==> config.mk <==
export PLATFORM = sky130hd
export DESIGN_NAME = vliw_unpack
export DESIGN_NICKNAME = d
export VERILOG_FILES = /design/src/rtl/vbu_pkg.sv /design/src/rtl/vbu_fmt_decode.sv /design/src/rtl/vbu_slot_split.sv /design/src/rtl/vbu_op_count.sv /design/src/rtl/vliw_unpack.sv
export SDC_FILE = /design/constraint.sdc
export NUM_CORES = 1
export LEC_CHECK = 0
export CORE_AREA = 2 2 350 352
export DETAILED_ROUTE_END_ITERATION = 10
export DIE_AREA = 0 0 352 354
export SYNTH_ARGS = -nofsm -noshare
export SYNTH_HDL_FRONTEND = slang
export SYNTH_SLANG_ARGS = --single-unit
==> constraint.sdc <==
create_clock -name clk -period 4.3 [get_ports clk]
set_input_delay 0.86 -clock clk [delete_from_list [all_inputs] [get_ports clk]]
set_output_delay 0.86 -clock clk [all_outputs]
set_load 0.05 [all_outputs]
==> src/rtl/vbu_pkg.sv <==
// Package: shared widths, format codes and the slot-select record for the
// bundle unpacker. Assumes a two-bit format code at the top of the word.
package vbu_pkg;
    localparam int FMT_W = 2;

    typedef enum logic [FMT_W-1:0] {
        FMT_CFG  = 2'b00,
        FMT_XL   = 2'b01,
        FMT_QUAD = 2'b10,
        FMT_LONG = 2'b11
    } vbu_fmt_e;

    // One-hot selection of the decoded packing; all zero when idle or illegal.
    typedef struct packed {
        logic cfg;
        logic xl;
        logic quad;
        logic lng;
    } vbu_sel_t;
endpackage

==> src/rtl/vbu_fmt_decode.sv <==
// Format decoder: reads the format code and reserved field of a presented
// word and produces a one-hot packing select plus an illegal indication.
// Assumes the reserved field lies directly below the format code.
module vbu_fmt_decode
    import vbu_pkg::*;
#(
    parameter int WORD_W = 192,
    parameter int RSV_W  = 10
) (
    input  logic              in_valid,
    input  logic [WORD_W-1:0] word,
    output vbu_sel_t          sel,
    output logic              illegal
);
    localparam int FMT_HI = WORD_W - 1;
    localparam int RSV_HI = WORD_W - FMT_W - 1;

    vbu_fmt_e fmt;
    logic     rsv_bad;

    // Extract the format code and test the reserved field.
    always_comb begin
        fmt     = vbu_fmt_e'(word[FMT_HI -: FMT_W]);
        rsv_bad = |word[RSV_HI -: RSV_W];
    end

    // Pick exactly one packing for a legal presented word.
    always_comb begin
        sel     = '0;
        illegal = in_valid && rsv_bad;
        if (in_valid && !rsv_bad) begin
            unique case (fmt)
                FMT_CFG:  sel.cfg  = 1'b1;
                FMT_XL:   sel.xl   = 1'b1;
                FMT_QUAD: sel.quad = 1'b1;
                FMT_LONG: sel.lng  = 1'b1;
                default:  sel      = '0;
            endcase
        end
    end
endmodule

==> src/rtl/vbu_slot_split.sv <==
// Slot splitter: cuts the payload into configuration, super-long, short,
// long and control fields, gating each to zero unless its packing is selected.
// Assumes the short slots together exactly cover the long slot's bit range.
module vbu_slot_split
    import vbu_pkg::*;
#(
    parameter int SHORT_W = 37,
    parameter int N_SHORT = 4,
    parameter int CTRL_W  = 32
) (
    input  logic [N_SHORT*SHORT_W+CTRL_W-1:0] payload,
    input  vbu_sel_t                          sel,
    output logic [N_SHORT*SHORT_W+CTRL_W-1:0] cfg_d,
    output logic [N_SHORT*SHORT_W+CTRL_W-1:0] xl_d,
    output logic [N_SHORT-1:0]                short_v,
    output logic [N_SHORT*SHORT_W-1:0]        short_d,
    output logic                              long_v,
    output logic [N_SHORT*SHORT_W-1:0]        long_d,
    output logic                              ctrl_v,
    output logic [CTRL_W-1:0]                 ctrl_d
);
    localparam int LONG_W = N_SHORT * SHORT_W;

    // Whole-payload slots for the stand-alone packings.
    always_comb begin
        cfg_d = sel.cfg ? payload : '0;
        xl_d  = sel.xl  ? payload : '0;
    end

    // Short slots: slot 0 takes the highest field of the payload.
    for (genvar g = 0; g < N_SHORT; g++) begin : g_short
        localparam int SRC_LO = CTRL_W + (N_SHORT - 1 - g) * SHORT_W;
        always_comb begin
            short_v[g]                      = sel.quad;
            short_d[g*SHORT_W +: SHORT_W]   = sel.quad ? payload[SRC_LO +: SHORT_W] : '0;
        end
    end

    // Long and control slots shared by the two combined packings.
    always_comb begin
        long_v = sel.lng;
        long_d = sel.lng ? payload[CTRL_W +: LONG_W] : '0;
        ctrl_v = sel.quad | sel.lng;
        ctrl_d = (sel.quad | sel.lng) ? payload[CTRL_W-1:0] : '0;
    end
endmodule

==> src/rtl/vbu_op_count.sv <==
// Issue counter: reports how many operations the selected packing issues.
// Assumes a one-hot or all-zero select.
module vbu_op_count
    import vbu_pkg::*;
#(
    parameter int N_SHORT = 4,
    parameter int CNT_W   = 3
) (
    input  vbu_sel_t         sel,
    output logic [CNT_W-1:0] count
);
    // Map each packing to its operation count.
    always_comb begin
        if (sel.quad)               count = CNT_W'(N_SHORT + 1);
        else if (sel.lng)           count = CNT_W'(2);
        else if (sel.cfg || sel.xl) count = CNT_W'(1);
        else                        count = '0;
    end
endmodule

==> src/rtl/vliw_unpack.sv <==
// Bundle unpacker top: decodes a fixed-width instruction word into slot
// fields with valid flags and registers every output once.
// Assumes one word per cycle and no back-pressure from dispatch.
module vliw_unpack
    import vbu_pkg::*;
#(
    parameter int SHORT_W = 37,
    parameter int N_SHORT = 4,
    parameter int CTRL_W  = 32,
    parameter int RSV_W   = 10
) (
    input  logic                              clk,
    input  logic                              rst_n,
    input  logic                              in_valid,
    input  logic [FMT_W+RSV_W+N_SHORT*SHORT_W+CTRL_W-1:0] in_word,
    output logic                              out_valid,
    output logic                              illegal,
    output logic                              cfg_valid,
    output logic [N_SHORT*SHORT_W+CTRL_W-1:0] cfg_data,
    output logic                              xl_valid,
    output logic [N_SHORT*SHORT_W+CTRL_W-1:0] xl_data,
    output logic [N_SHORT-1:0]                short_valid,
    output logic [N_SHORT*SHORT_W-1:0]        short_data,
    output logic                              long_valid,
    output logic [N_SHORT*SHORT_W-1:0]        long_data,
    output logic                              ctrl_valid,
    output logic [CTRL_W-1:0]                 ctrl_data,
    output logic [$clog2(N_SHORT+2)-1:0]      op_count
);
    localparam int LONG_W = N_SHORT * SHORT_W;
    localparam int PAY_W  = LONG_W + CTRL_W;
    localparam int WORD_W = FMT_W + RSV_W + PAY_W;
    localparam int CNT_W  = $clog2(N_SHORT + 2);

    vbu_sel_t                 sel;
    logic                     ill_c;
    logic [PAY_W-1:0]         cfg_c, xl_c;
    logic [N_SHORT-1:0]       short_v_c;
    logic [LONG_W-1:0]        short_c, long_c;
    logic                     long_v_c, ctrl_v_c;
    logic [CTRL_W-1:0]        ctrl_c;
    logic [CNT_W-1:0]         cnt_c;

    vbu_fmt_decode #(.WORD_W(WORD_W), .RSV_W(RSV_W)) u_dec (
        .in_valid (in_valid),
        .word     (in_word),
        .sel      (sel),
        .illegal  (ill_c)
    );

    vbu_slot_split #(.SHORT_W(SHORT_W), .N_SHORT(N_SHORT), .CTRL_W(CTRL_W)) u_split (
        .payload (in_word[PAY_W-1:0]),
        .sel     (sel),
        .cfg_d   (cfg_c),
        .xl_d    (xl_c),
        .short_v (short_v_c),
        .short_d (short_c),
        .long_v  (long_v_c),
        .long_d  (long_c),
        .ctrl_v  (ctrl_v_c),
        .ctrl_d  (ctrl_c)
    );

    vbu_op_count #(.N_SHORT(N_SHORT), .CNT_W(CNT_W)) u_cnt (
        .sel   (sel),
        .count (cnt_c)
    );

    // Output register stage with synchronous active-low reset.
    always_ff @(posedge clk) begin
        if (!rst_n) begin
            out_valid   <= 1'b0;
            illegal     <= 1'b0;
            cfg_valid   <= 1'b0;
            cfg_data    <= '0;
            xl_valid    <= 1'b0;
            xl_data     <= '0;
            short_valid <= '0;
            short_data  <= '0;
            long_valid  <= 1'b0;
            long_data   <= '0;
            ctrl_valid  <= 1'b0;
            ctrl_data   <= '0;
            op_count    <= '0;
        end else begin
            out_valid   <= in_valid;
            illegal     <= ill_c;
            cfg_valid   <= sel.cfg;
            cfg_data    <= cfg_c;
            xl_valid    <= sel.xl;
            xl_data     <= xl_c;
            short_valid <= short_v_c;
            short_data  <= short_c;
            long_valid  <= long_v_c;
            long_data   <= long_c;
            ctrl_valid  <= ctrl_v_c;
            ctrl_data   <= ctrl_c;
            op_count    <= cnt_c;
        end
    end
endmodule

==> results.cfg, run 1 <==
[outcome]
status = complete, no violations

[synth]
syn_avg_cell_area_sq_um = 12.8
synthCells = 1485
seq_area_frac_synth_pct = 73.6
yosysWarningCount = 0
syn-cell-area_sq_mm = 0.0190
syn_nets = 1680
ys_types = 21
synth-seq-cells = 697

[setup_path]
crit_chain = clkdlybuf4s50_1
critPathSlowestCell = clkdlybuf4s50_1
critPathMaxStageDelay_ps = 930
path_max_fanout = 1
path_delay_family = buffers and inverters
worstSetupPathType = reg2out
crit_buf_inv = 1
critPathLaunchType = register
arrival_ps = 1990
crit_path_end_kind = primary output
critical_path_required_ps = 3440

[timing]
fmax_mhz = 351
final.min_clock_period_ps = 2850
slew_viol_final = 0
worst_slew_pin_slew_ps = 805
setup_violations = 0
post-route-period-util_pct = 66.3
slew_headroom_pct = 46.2
rsz0062_at_grt = false
hold_viol = 0
finalSetupTns_ps = 0

[layout]
fill_cells = 12600
area_delta_synth_final_pct = 70.5
drive_above_1_share_pct = 6.07
layout_commonest_cell = clkdlybuf4s50_1
mostFrequentLayoutCells = 895 x clkdlybuf4s50_1, 697 x dfxtp_1, 688 x and2_1
fin_nets = 2588
fin_cells = 4092

[power_and_ir_drop]
p_leak_nw = 12.3
power_w = 0.0135
ir_drop_v = 0.000300
powerDensity_mw_per_mm2 = 418

[clock_network]
clk_transition_reported_paths_ps = 60
cts_htree_levels = 3
cts_root_buffer = clkbuf_16
cts.sinks = 697
cts_resized = 0
post_cts.repair.setup_buffers = 0
clk_path_buf_depth = 3
postCtsHoldBufs = 0
cts_inserted_buffers = 79
cts_tree = done

[routing]
routedWlPerCell_microns = 18.3
wirelength_microns = 74700
initialDrtViolationCount = 449
vias = 13200
viasPerCell = 3.22
firstDrtPassIters = 4
route.detailed.drc = 0
detail-route-antenna-nets = 0

[flow_run]
drv_cap = 0

[floorplan]
io_pins = 896
start_util_pct = 15.7
core_sq_mm = 0.121
die_x_microns = 352
rows = 128
die_area_sq_mm = 0.125
die_y_microns = 354

[grt]
grt-ovfl-total = 0
antenna_found_initial = 7
first_global_vias = 13200
grt_pass1_wl_microns = 102000
grt_usage_pct = 11.6
grt_max_degree = 92

[min_path]
worstHoldPathType = in2reg

[placed_design]
io_buffers = 895
dp_hpwl_microns = 57000
placedCellCount = 3937
gp_congestion = 0.807
sequential cells by signal, summed over array words and instances (netlist names):
| name | flops |
|---|---|
| xl_data | 180 |
| op_count | 2 |
| long_data | 148 |
| short_valid | 1 |
| long_valid | 1 |
| cfg_data | 180 |
| illegal | 1 |
| out_valid | 1 |
| ctrl_data | 32 |
| xl_valid | 1 |
| ctrl_valid | 1 |
| cfg_valid | 1 |
| short_data | 148 |
metal layers:
| layer | GRT usage (%) | wire, microns | vias to the layer above | part of all wire [%] |
|---|---|---|---|---|
| met3 | 4.09 | 6130 | 101 | 8.2 |
| met4 | 4.05 | 1790 | 4 | 2.4 |
| met5 | 0 | 27 | - | 0.036 |
| li1 | - | - | 6353 | - |
| met2 | 19.1 | 35300 | 554 | 47 |
| met1 | 13.8 | 31500 | 6167 | 42 |
cells in the mapped netlist:
cell | number | area, sq um
and2_1 | 688 | 4300
and3_1 | 1 | 6.26
buf_2 | 3 | 15.0
buf_4 | 5 | 37.5
buf_6 | 20 | 225
clkbuf_1 | 28 | 105
clkbuf_2 | 24 | 120
dfxtp_1 | 697 | 14000
inv_1 | 1 | 3.75
nand2_1 | 2 | 7.51
nand3_1 | 1 | 5.00
nand4_1 | 1 | 6.26
nand4b_1 | 2 | 17.5
nor2_1 | 1 | 3.75
nor3_1 | 1 | 5.00
nor4_1 | 1 | 6.26
nor4_2 | 1 | 12.5
nor4_4 | 4 | 85.1
or2_2 | 1 | 6.26
or4_1 | 2 | 15.0
or4bb_1 | 1 | 11.3
kinds of logic (layout without fill, tap and decap cells):
family,after synthesis,in the layout,synth area share [%]
other,0,12,0
and+or+nand+nor,707,707,23.7
DFF,697,697,73.6
buffers and inverters,81,1051,2.67
path summary, 6_finish.rpt:
path | start | depth (start not counted) | to
worst max-delay path | xl_data[165] | 1 | xl_data[165]
worst min-delay path | in_word[16] | 2 | xl_data[16]
through the flow:
| stage | hold slack (ps) | area (sq um) | util, % | setup slack (ps) |
|---|---|---|---|---|
| detailed placement | 1480 | 29700 | 24.5 | 912 |
| CTS | 725 | 32300 | 26.7 | 1270 |
| global placement | 1480 | 29700 | 24.5 | 920 |
| global route | 763 | 32300 | 26.7 | 1310 |
| floorplan | 982 | 19000 | - | 1820 |
| finish | 808 | 32300 | 26.7 | 1450 |
report_power, final:
| part | internal [W] | switching [W] | leakage [nW] |
|---|---|---|---|
| combinational | 0.000165 | 0.000159 | 5.38 |
| sequential | 0.00646 | 0.000000377 | 5.61 |
| clock | 0.00393 | 0.00280 | 1.29 |
cell type report:
cell class / count / area [sq um] / share of cell area [%]
tap: 1625 / 2030 / 6.29
clock buffer: 105 / 2240 / 6.93
multi-input combinational: 707 / 4500 / 13.9
timing repair buffer: 907 / 9160 / 28.4
sequential: 697 / 14000 / 43.2
inverter: 1 / 3.75 / 0.0116
clock inverter: 38 / 385 / 1.19
antenna: 12 / 30.0 / 0.0930
No activity file was read; power rests on OpenSTA's default activity.
==> run 2, diff against run 1 <==
Settings changed: CORE_AREA 2 2 350 352 to 2 2 351 353, DIE_AREA 0 0 352 354 to 0 0 353 355.
Clock period 4.3 ns to 2.61 ns, I/O delays scaled along.
==> run 2 against run 1 <==
  * Count of clock-buffer cells in the layout increased by 5
  * Flip-flop and latch count unchanged
  * Total power increased by 62%
  * Clock power increased by 58%
  * Die area increased by 0.57%
  * Critical path depth unchanged
  * Core utilization about the same
  * First-iteration DRC count increased by 4.7%
  * Sequential power increased by 64%
  * Largest cell class unchanged
  * Cell count increased by 0.66%
  * Final area increased by 0.51%
  * Combinational power increased by 79%
==> results.cfg, run 2 (synthesized netlist as in run 1, its figures left out) <==
[clock_network]
cts_tree = done
cts.sinks = 697
cts_htree_levels = 3
post_cts.repair.setup_buffers = 0
cts_resized = 0
clk_transition_reported_paths_ps = 60
cts_inserted_buffers = 77
clk_path_buf_depth = 3
cts_root_buffer = clkbuf_16
postCtsHoldBufs = 0

[grt]
grt-ovfl-total = 0
grt_pass1_wl_microns = 106000
antenna_found_initial = 19
grt_usage_pct = 11.9
grt_max_degree = 83
first_global_vias = 13500

[power_and_ir_drop]
clkPwrFrac_pct = 48.6
p_sw_w = 0.00481
p_leak_nw = 12.5
p_int_w = 0.0170
ir_drop_v = 0.000515
power_frac_comb_pct = 2.7
powerDensity_mw_per_mm2 = 672
power_frac_seq_pct = 48.7
swShare_pct = 22.1

[floorplan]
start_util_pct = 15.6
rows = 128
die_y_microns = 355
core_sq_mm = 0.121
die_area_sq_mm = 0.125
die_x_microns = 353
io_pins = 896

[min_path]
worstHoldPathType = in2reg

[routing]
detail-route-antenna-nets = 0
initialDrtViolationCount = 470
viasPerCell = 3.28
wirelength_microns = 77500
routedWlPerCell_microns = 18.8
firstDrtPassIters = 4
vias = 13500
route.detailed.drc = 0

[layout]
layout_commonest_cell = clkdlybuf4s50_1
mostFrequentLayoutCells = 874 x clkdlybuf4s50_1, 697 x dfxtp_1, 688 x and2_1
multi_input_area_sq_mm = 0.00450
largest_registers = cfg_data x180, xl_data x180
drive_above_1_share_pct = 7.65
final_core_util_pct = 26.7
fill_cells = 12700
fin_nets = 2625
area_delta_synth_final_pct = 71.3
ff_latch_area_sq_mm = 0.0140

[timing]
final.min_clock_period_ps = 2500
setup_slack_ps = 110
post-route-period-util_pct = 95.8
hold_viol = 0
slew_headroom_pct = 53.4
fmax_mhz = 400
worst_slew_pin_slew_ps = 697
slew_viol_final = 0
rsz0062_at_grt = false
setup_violations = 0

[setup_path]
crit_path_end_kind = primary output
critical_path_required_ps = 2090
crit_buf_inv = 1
path_max_fanout = 1
crit_chain = clkdlybuf4s50_1
path_delay_family = buffers and inverters
arrival_ps = 1980
worstSetupPathType = reg2out
critPathMaxStageDelay_ps = 890
critPathLaunchType = register
critPathSlowestCell = clkdlybuf4s50_1

[placed_design]
dp_hpwl_microns = 60400
gp_congestion = 0.805
pre_cts_ws_ps = -246
io_buffers = 895

[outcome]
status = complete, no violations

[flow_run]
drv_cap = 0
==> run 2: power groups by stage <==
stage          Sequential, W  Combinational, W  Clock [W]
4_1_cts               0.0106          0.000601     0.0110
2_1_floorplan         0.0109         0.0000212          0
5_1_grt               0.0106          0.000614     0.0114
3_3_place_gp          0.0109          0.000602          0
6_report              0.0106          0.000581     0.0106
3_5_place_dp          0.0109          0.000596          0
==> run 2: through the flow <==
stage | setup TNS [ps] | instance area [sq um] | hold slack [ps] | instances | power, W
detailed placement | -88190 | 30000 | 986 | 3976 | 0.0115
global placement | -79690 | 30000 | 986 | 3976 | 0.0115
finish | 0 | 32500 | 484 | 4119 | 0.0218
CTS | 0 | 32400 | 394 | 4109 | 0.0222
global route | 0 | 32400 | 440 | 4110 | 0.0226
floorplan | 0 | 19000 | 644 | 1485 | 0.0109
==> run 2: path summary, 6_finish.rpt <==
check                         from       endpoint  slack [ps]  cells past startpoint
worst max-delay path  xl_data[104]   xl_data[104]         110                      1
worst min-delay path   in_word[14]  ctrl_data[14]         480                      2
==> run 2: area by class of cell <==
class,count,share of cell area [%]
clock buffers,110,6.76
inverters,1,0.0116
repair buffers,946,29.3
multi-input cells,707,13.9
well taps,1625,6.26
flip-flops and latches,697,43.0
diodes,10,0.0771
clock inverters,23,0.798
==> run 2: layer usage <==
metal  vias to the layer above  GRT usage [%]  routed length [microns]
li1                       6423              -                        -
met1                      6415           14.3                    32300
met2                       589           20.0                    36900
met3                        89           3.86                     6290
met4                         4           4.09                     2000
met5                         -              0                       22
==> run 3, diff against run 2 <==
Settings changed: CAP_MARGIN from default to 20, GPL_TIMING_DRIVEN from default to 0.
==> run 3 against run 2 <==
  * Via count rose by 2.1%
  * Sequential power barely moved
  * Sequential share of layout area down 0.34 points
  * Clock power grew 4%
  * Hold slack better by 6.9 ps
  * Routed wire length rose by 13%
  * Die area did not move
  * Highest routed layer unchanged
  * First-iteration DRC count up 4.3%
  * Count of clock-buffer cells in the layout increased by 5
==> results.cfg, run 3 (synthesized netlist as in run 1, its figures left out) <==
[grt]
first_global_vias = 13900
grt-ovfl-total = 0
grt_max_degree = 20
grt_pass1_wl_microns = 116000
grt_usage_pct = 13.5
antenna_found_initial = 47

[floorplan]
die_y_microns = 355
start_util_pct = 15.6
core_sq_mm = 0.121
die_area_sq_mm = 0.125
rows = 128
die_x_microns = 353
io_pins = 896

[placed_design]
dp_hpwl_microns = 70300
gp_congestion = 0.812
placedCellCount = 4010
io_buffers = 895
pre_cts_ws_ps = -1250

[power_and_ir_drop]
powerDensity_mw_per_mm2 = 680
ir_drop_v = 0.000551
p_leak_nw = 12.5
power_w = 0.0223

[setup_path]
crit_chain = clkdlybuf4s50_1 -> or4_1 -> buf_4 -> nor4_4 -> buf_6 -> clkbuf_2 -> and2_1
crit_start = in_word[189]
path_delay_family = buffers and inverters
critical_path_required_ps = 3200
critPathLaunchType = primary input
critPathSlowestCell = or4_1
arrival_ps = 3090
critPathMaxStageDelay_ps = 530
path_max_fanout = 10
worstSetupPathType = in2reg
crit_path_end_kind = register
crit_buf_inv = 4
crit_cells = 7

[routing]
routedWlPerCell_microns = 20.9
firstDrtPassIters = 4
detail-route-antenna-nets = 0
route.detailed.drc = 0
wirelength_microns = 87300
viasPerCell = 3.31
initialDrtViolationCount = 490
vias = 13800

[timing]
slew_viol_final = 0
setup_violations = 0
rsz0062_at_grt = false
fmax_mhz = 400
worst_slew_pin_slew_ps = 721
setup_slack_ps = 108
post-route-period-util_pct = 95.9
slew_headroom_pct = 51.8
final.min_clock_period_ps = 2500
hold_viol = 0

[clock_network]
cts_htree_levels = 3
cts_inserted_buffers = 77
cts.sinks = 697
cts_tree = done
clk_path_buf_depth = 3
clk_transition_reported_paths_ps = 60
cts_root_buffer = clkbuf_16

[min_path]
worstHoldPathType = in2reg
hold_depth = 2
hp-start = in_word[3]

[layout]
layout_commonest_cell = clkdlybuf4s50_1
fin_cells = 4174
drive_above_1_share_pct = 7.56
multi_input_area_sq_mm = 0.00450
fill_cells = 12700
ff_latch_area_sq_mm = 0.0140
area_delta_synth_final_pct = 72.7
largest_registers = cfg_data x180, xl_data x180
mostFrequentLayoutCells = 893 x clkdlybuf4s50_1, 697 x dfxtp_1, 688 x and2_1
fin_nets = 2662

[outcome]
status = complete, no violations

[flow_run]
drv_cap = 0
[run 3: cell types whose count changed in the layout (fill, tap and decap cells not counted), moves of 2 or more]
cell             delta
clkinvlp_4          +2
clkbuf_16           +2
inv_16              -2
dlygate4sd2_1       +2
buf_12             -17
buf_4              -46
diode_2            +12
clkbuf_1           +21
clkbuf_2           +19
clkbuf_8           +11
buf_8               +4
clkdlybuf4s50_1    +19
buf_6              +22
clkbuf_4            +3
[run 3: path summary, 6_finish.rpt]
| check | endpoint | slack, ps |
|---|---|---|
| worst max-delay path | long_data[72] | 110 |
| worst min-delay path | xl_data[3] | 490 |
[run 3: repair_timing]
item,in CTS,in global routing
setup buffers,4,0
pin swaps,2,2
hold buffers,0,0
gates cloned,0,0
endpoints found under the setup margin,344,16
resized for setup,11,2
[run 3: cell type report]
cell class,instances,area share (%)
timing repair buffer,904,27.7
inverter,1,0.0115
antenna,22,0.168
multi-input combinational,707,13.8
clock inverter,24,0.688
sequential,697,42.6
tap,1625,6.21
clock buffer,115,7.20
buffer,79,1.61
[run 3: where the power goes]
group,leakage (nW),internal [W],switching [W]
clock,1.27,0.00646,0.00457
combinational,5.67,0.000273,0.000307
sequential,5.61,0.0106,0.000000638
total,12.5,0.0174,0.00488
[run 3: metal layers]
metal / global-route usage, % / routed length [microns]
met5: 0 / 18
met1: 16.0 / 34600
met2: 23.1 / 42300
met4: 4.02 / 2260
met3: 4.41 / 8030
[run 3: stage by stage]
| stage | area, sq um | setup TNS, ps | hold slack [ps] | utilization (%) |
|---|---|---|---|---|
| floorplan | 19000 | 0 | 644 | - |
| global placement | 29900 | -595030 | 1130 | 24.7 |
| detailed placement | 30000 | -494820 | 1140 | 24.7 |
| CTS | 32700 | 0 | 409 | 26.9 |
| global route | 32700 | 0 | 435 | 26.9 |
| finish | 32700 | 0 | 491 | 27.0 |
